`config.mk`:
```
export PLATFORM = sky130hd
export DESIGN_NAME = cfg_key_detector
export DESIGN_NICKNAME = d
export VERILOG_FILES = /design/src/rtl/cfg_key_detector.sv
export SDC_FILE = /design/constraint.sdc
export NUM_CORES = 1
export LEC_CHECK = 0
export BUFFER_PORTS_ARGS = -buffer_cell sky130_fd_sc_hd__buf_4
export CAP_MARGIN = 20
export CORE_ASPECT_RATIO = 2
export CORE_MARGIN = 5
export CORE_UTILIZATION = 49
export CTS_BUF_LIST = sky130_fd_sc_hd__clkbuf_4
export CTS_CLUSTER_SIZE = 10
export DETAILED_ROUTE_END_ITERATION = 8
export PLACE_DENSITY_LB_ADDON = 0.12
export SYNTH_ARGS = -nofsm -noshare
export SYNTH_HDL_FRONTEND = slang
export SYNTH_SLANG_ARGS = --single-unit
```
`constraint.sdc`:
```
create_clock -name clk -period 1.98 [get_ports clk]
set_input_delay 0.099 -clock clk [delete_from_list [all_inputs] [get_ports clk]]
set_output_delay 0.099 -clock clk [all_outputs]
set_load 0.02 [all_outputs]
```
`src/rtl/cfg_key_detector.sv`:
```
module cfg_key_detector #(
  parameter int          KEY_LEN = 32,
  parameter logic [7:0]  SEED    = 8'h6A,
  parameter logic [15:0] PORT_A  = 16'h0279,
  parameter logic [15:0] PORT_B  = 16'h03BD,
  parameter logic [15:0] PORT_C  = 16'h03F0
) (
  input  logic        clk,
  input  logic        rst_n,
  input  logic        wr_en,
  input  logic [15:0] wr_addr,
  input  logic [7:0]  wr_data,
  input  logic [15:0] prog_addr,
  input  logic        prog_en,
  output logic        cfg_unlock,
  output logic [7:0]  lfsr_q
);

  localparam int CW = $clog2(KEY_LEN + 1);
  localparam logic [CW-1:0] LAST = CW'(KEY_LEN - 1);

  logic          locked;
  logic [15:0]   lock_addr;
  logic [CW-1:0] match_cnt;

  logic cand_hit, port_ok, take, byte_ok;
  logic [7:0] lfsr_next;

  assign cand_hit  = (wr_addr == PORT_A) || (wr_addr == PORT_B) || (wr_addr == PORT_C) ||
                     (prog_en && (wr_addr == prog_addr));
  assign port_ok   = cand_hit && (!locked || (wr_addr == lock_addr));
  assign take      = wr_en && port_ok && !cfg_unlock;
  assign byte_ok   = (wr_data == lfsr_q);
  assign lfsr_next = {lfsr_q[1] ^ lfsr_q[0], lfsr_q[7:1]};

  always_ff @(posedge clk or negedge rst_n) begin
    if (!rst_n) begin
      lfsr_q     <= SEED;
      match_cnt  <= '0;
      locked     <= 1'b0;
      lock_addr  <= '0;
      cfg_unlock <= 1'b0;
    end else if (take) begin
      if (!locked) begin
        locked    <= 1'b1;
        lock_addr <= wr_addr;
      end
      if (byte_ok) begin
        lfsr_q <= lfsr_next;
        if (match_cnt == LAST) begin
          cfg_unlock <= 1'b1;
          match_cnt  <= '0;
        end else begin
          match_cnt <= match_cnt + 1'b1;
        end
      end else begin
        lfsr_q    <= SEED;
        match_cnt <= '0;
      end
    end
  end

  p_idle_hold_r9: assert property (@(posedge clk) disable iff (!rst_n)
    !wr_en |=> $stable(lfsr_q) && $stable(cfg_unlock));

  p_sticky_r6: assert property (@(posedge clk) disable iff (!rst_n)
    cfg_unlock |=> cfg_unlock);

  p_frozen_r8: assert property (@(posedge clk) disable iff (!rst_n)
    cfg_unlock |=> $stable(lfsr_q));

  p_mismatch_seed_r5: assert property (@(posedge clk) disable iff (!rst_n)
    (take && !byte_ok) |=> (lfsr_q == SEED) && !cfg_unlock);

  p_unlock_on_write_r6: assert property (@(posedge clk) disable iff (!rst_n)
    $rose(cfg_unlock) |-> $past(wr_en) && $past(wr_data) == $past(lfsr_q));

  p_locked_sticky_r4: assert property (@(posedge clk) disable iff (!rst_n)
    locked |=> locked && $stable(lock_addr));

  p_off_port_r4: assert property (@(posedge clk) disable iff (!rst_n)
    (wr_en && locked && wr_addr != lock_addr) |=> $stable(lfsr_q));

endmodule

```
### Word-level counts from Yosys, hierarchy flattened

Index checks and enable logic that the tools add are counted.

* word-level logic and storage cells: 30
* bits in registers: 32
* input port bits: 44
* output and inout port bits: 9

* add/subtract/negate cells: 1
* equality and inequality tests: 7
* multiplexer cells: 3
* reductions and logical operators: 12
* bitwise operators: 2

Operators with widths (count)
* $eq 16x10->1 const B: 3
* $eq 16x16->1: 2
* $mux 6: 2
* $eq 8x8->1: 1
* $mux 8: 1
* $add 6x1->6 const B: 1
* $eq 6x5->1 const B: 1
* $logic_and 1x1->1: 4
* $logic_or 1x1->1: 4
* $reduce_and 3->1: 1
* $logic_not 1->1: 2
* $reduce_and 2->1: 1
* $not 1->1: 1
* $xor 1x1->1: 1

### Longest topological paths before layout

* word-level depth: 8
* gate-level depth with buffers: 8
* depth with buffers taken out: 6

### Worst setup path after synthesis

No wires, ideal clock.

* path kind: input-to-reg
* start point: input port wr_addr[1]
* end point: register lock_addr[10]
* arrival time: 2037 ps
* buffers on the path: 2
* stages: 8
* setup time: 125 ps
* path slack: -183 ps
* path through: or4_1 > or4_1 > a21oi_2 > a41o_2 > and3b_1 > buf_6 > buf_12 > mux2_4

* cells in the longest elaborated chain, start to end: 8

Ends and longest elaborated chain
* start: declaration: RTL line 11 `input logic [15:0] wr_addr,`
* $eq 16x10->1: RTL line 29 `assign cand_hit = (wr_addr == PORT_A) || (wr_addr == PORT_B) || (wr_addr == PORT_C) ||`
* $logic_or 1x1->1 (3 in series): RTL line 29
* $logic_and 1x1->1 *: RTL line 31 `assign port_ok = cand_hit && (!locked || (wr_addr == lock_addr));`
* $logic_and 1x1->1 * (2 in series): RTL line 32 `assign take = wr_en && port_ok && !cfg_unlock;`
* $reduce_and 2->1 (no source line) *
* end signal: assignment: RTL line 46 `lock_addr <= wr_addr;`
* end: declaration: RTL line 23 `logic [15:0] lock_addr;`

Mark *: on every way between the ends. The rest lies on a longest branch, timed or not.
A chain may end at the register's enable or synchronous reset.

### Worst setup path in the final report

* start point: input port wr_addr[1]
* end point: register match_cnt[0]

* cells in the longest elaborated chain, start to end: 7

Ends and longest elaborated chain
* $eq 16x10->1: RTL line 29
* $logic_or 1x1->1 (3 in series): RTL line 29
* $logic_and 1x1->1 *: RTL line 31
* $logic_and 1x1->1 * (2 in series): RTL line 32
* end signal: assignment: RTL line 54 `match_cnt <= match_cnt + 1'b1;`
* end: declaration: RTL line 24 `logic [CW-1:0] match_cnt;`

Marks and branches as above.

==> parameters.txt <==
Parameter                              Value

Outcome
  Status ... finished clean

Finish
  Number of nets in the finished design ... 306
  Leading cell type in the layout, fill and taps excluded ... buf_4
  Area Growth Syn to Fin ... 35.84%
  Filler Cell Count ... 338
  Fraction of layout instances using a drive strength above 1 ... 46.56%
  Total inserted antenna cells ... 0
  Commonest cells after routing, fill and taps aside ... 73 x buf_4, 30 x xnor2_1, 28 x dfrtp_1, 16 x mux2_4, 11 x xor2_1
  Post-layout utilization of the core ... 68.09%

Yosys
  Number of flops mapped to enable cells by yosys ... 0
  Portion of the post-synthesis area used by sequential elements ... 39.73%
  Prevailing post-synth register cell ... dfrtp_1
  Avg Synthesized Cell Area ... 11.21 µm²
  Flip-flop and latch count after synthesis ... 32
  Biggest area contributors in the synthesized netlist ... dfrtp_1 35%, xnor2_1 13%, mux2_4 7.4%, dfstp_2 5.2%, xor2_1 4.8%
  Count of yosys warnings during synthesis ... 0
  Number of distinct library cells after synthesis ... 41
  Largest area contributor in the synthesized netlist ... dfrtp_1
  Gate count after technology mapping ... 181
  Post-synth net total ... 226
  Post-synth top area share ... 34.55%
  Share of synthesized registers carrying an async set or reset ... 100.0%
  Netlist area before placement ... 2028 µm²

Floorplanning
  Height of the die ... 101.0 µm
  Initial core utilization ... 50.12%
  Width of the die ... 55.49 µm
  Overall die area ... 5604 µm²
  Area of the core ... 4046 µm²
  I/O pin count ... 53
  Site row count ... 33

STA
  Setup repair after global routing missed its margin ... yes
  Actual slew at the worst max-slew pin ... 0.4572 ns
  Final setup violating endpoints ... 0
  Count of endpoints failing hold in the final timing report ... 0
  Total negative slack ... 0 ns
  F_max ... 0.5111 GHz
  Crit path time final ... 1.957 ns
  Clock skew ... 0.01172 ns
  Max-slew violation count ... 0
  Worst slew margin relative to its limit ... 69.38%
  Crit share post-route ... 98.82%

CTS
  Total CTS buffers ... 5
  Cell at the root of the clock tree ... clkbuf_4
  Clock transition at the registers of the reported paths ... 0.10 ns
  Max Root-Sink Buffers ... 2
  Later-pin clock latency in the skew report ... 0.34 ns
  Clock tree from TritonCTS ... built
  Total number of clock tree sinks ... 32
  Deepest level of the CTS H-tree ... 2

Global routing
  Initial antenna violation count ... 0
  Global-route wire length before repair ... 9080 µm
  Tot GR Track Use ... 20.71%
  Pin count of the biggest net entering global routing ... 33
  Via count of the first global-routing pass ... 1926
  Overflow left after global routing ... 0

Drt
  Routed metal-1 wire length ... 1822 µm
  Drt drc ... 0
  Length of routed met2 wiring ... 3003 µm
  Starting DRT DRC Count ... 28
  Via total after detailed routing ... 1711
  Routed wire length ... 5378 µm
  Number of iterations in the first detailed-routing pass ... 4
  Drt wl/cell ... 17.13 µm
  Met3 WL ... 291 µm
  Number of routed nets with antenna violations ... 0
  Vias per cell ... 5.449
  Uppermost routed layer ... met4

Power and ir drop
  IR Drop Worst-Case VDD ... 0.0004403 V
  Total power ... 0.001254 W
  Total leakage power ... 1.237 nW
  P per Cell Area ... 455.1 nW/µm²

Worst setup path
  Type of destination of the critical path ... flip-flop
  Critical path arrival ... 2.19 ns
  Data required, critical path ... 2.21 ns
  Category of the most critical setup path ... in -> reg
  Kind of start point of the critical path ... primary input
  Maximum fanout along the worst path ... 4

Place
  Number of buffer cells added on primary ports ... 52
  Routability Congestion ... 0.9006
  Dpl hpwl ... 4295 µm

Job
  Count of maximum capacitance violations ... 0

Worst hold path
  Min-Delay Path Class ... in -> reg
-- cell families (layout without fill, tap and decap cells) --
group | after synthesis | after routing | synth area share, %
DFF | 32 | 32 | 39.73
muxes | 26 | 26 | 15.79
and+or+nand+nor | 48 | 48 | 14.62
xor gates and xnor gates | 41 | 41 | 17.70
AOI/OAI and AO/OA | 18 | 18 | 7.033
adders and majority gates | 1 | 1 | 0.6168
buffers and inverters | 15 | 96 | 4.504
-- layer usage --
layer,up-vias,GRT usage (%)
li1,807,-
met1,827,19.64
met2,58,38.69
met3,19,6.026
met4,0,11.80
met5,-,0
-- worst paths after layout --
path	startpoint	end	slack (ns)	depth (start not counted)
max	wr_addr[1]	match_cnt[0]$_DFFE_PN0P_	0.02	8
min	wr_en	cfg_unlock$_DFFE_PN0P_	0.03	3
max reg2reg	lock_addr[1]$_DFFE_PN0P_	match_cnt[3]$_DFFE_PN0P_	0.09	7
min reg2reg	lfsr_q[5]$_DFFE_PN1P_	lfsr_q[5]$_DFFE_PN1P_	0.50	2
max in group asynchronous	rst_n	lfsr_q[5]$_DFFE_PN1P_	1.42	2
min in group asynchronous	rst_n	lock_addr[2]$_DFFE_PN0P_	0.22	2
-- critical path, cell delays in order --
cell     delay, ns
buf_4         0.12
or4_4         0.51
or4_4         0.48
a21oi_2       0.13
a41o_2        0.12
buf_4         0.11
and3_2        0.25
mux2_2        0.36
-- synth_stat cells (3+ instances only) --
library cell and instances:
nand2_1 5, o21ai_0 3, mux2_2 8, mux2i_1 8, nor2_1 5, xnor2_1 30
nand3_1 4, inv_1 10, nor4b_1 3, o211ai_1 3, nor3_1 3, and3_1 3
dfrtp_1 28, dfstp_2 4, a21bo_2 3, xor2_1 11, nand4_1 9, mux2_4 10
nor4_1 3, nor3b_1 3
-- timing repair --
item                                    in CTS  in global routing
pin swaps                                    0                  2
endpoints found under the setup margin       1                 31
setup buffers                                0                  2
hold buffers                                 1                  0
endpoints found under the hold margin       28                  0
gates resized for setup                      0                 17
-- stage by stage --
stage / area, µm² / setup slack [ns] / std cells / hold slack, ns
detailed placement: 2610 / -0.3530 / 303 / 0.06593
CTS: 2676 / -0.002792 / 312 / 0.007762
global route: 2755 / -0.08352 / 314 / 0.03600
floorplan: 2043 / -0.1826 / 181 / -0.1966
global placement: 2610 / -0.3207 / 303 / 0.05299
finish: 2755 / 0.02338 / 314 / 0.02597
-- registers in the layout (all words and copies together) (netlist names) --
signal	cells
lfsr_q	8
cfg_unlock	1
locked	1
match_cnt	6
lock_addr	16
-- area by class of cell --
type / instances / area [µm²] / area share (%)
clock inverter: 2 / 11.26 / 0.4087
timing repair buffer: 78 / 610.6 / 22.16
inverter: 10 / 41.29 / 1.499
clock buffer: 6 / 45.04 / 1.635
tap: 52 / 65.06 / 2.361
sequential: 32 / 805.8 / 29.25
multi-input combinational: 134 / 1176 / 42.69
-- where the power goes --
group | switching [W] | internal [W] | total (W)
combinational | 0.0000978 | 0.000121 | 0.000219
clock | 0.000231 | 0.000149 | 0.000380
sequential | 0.000000687 | 0.000654 | 0.000655
No activity file was read; power rests on OpenSTA's default activity.
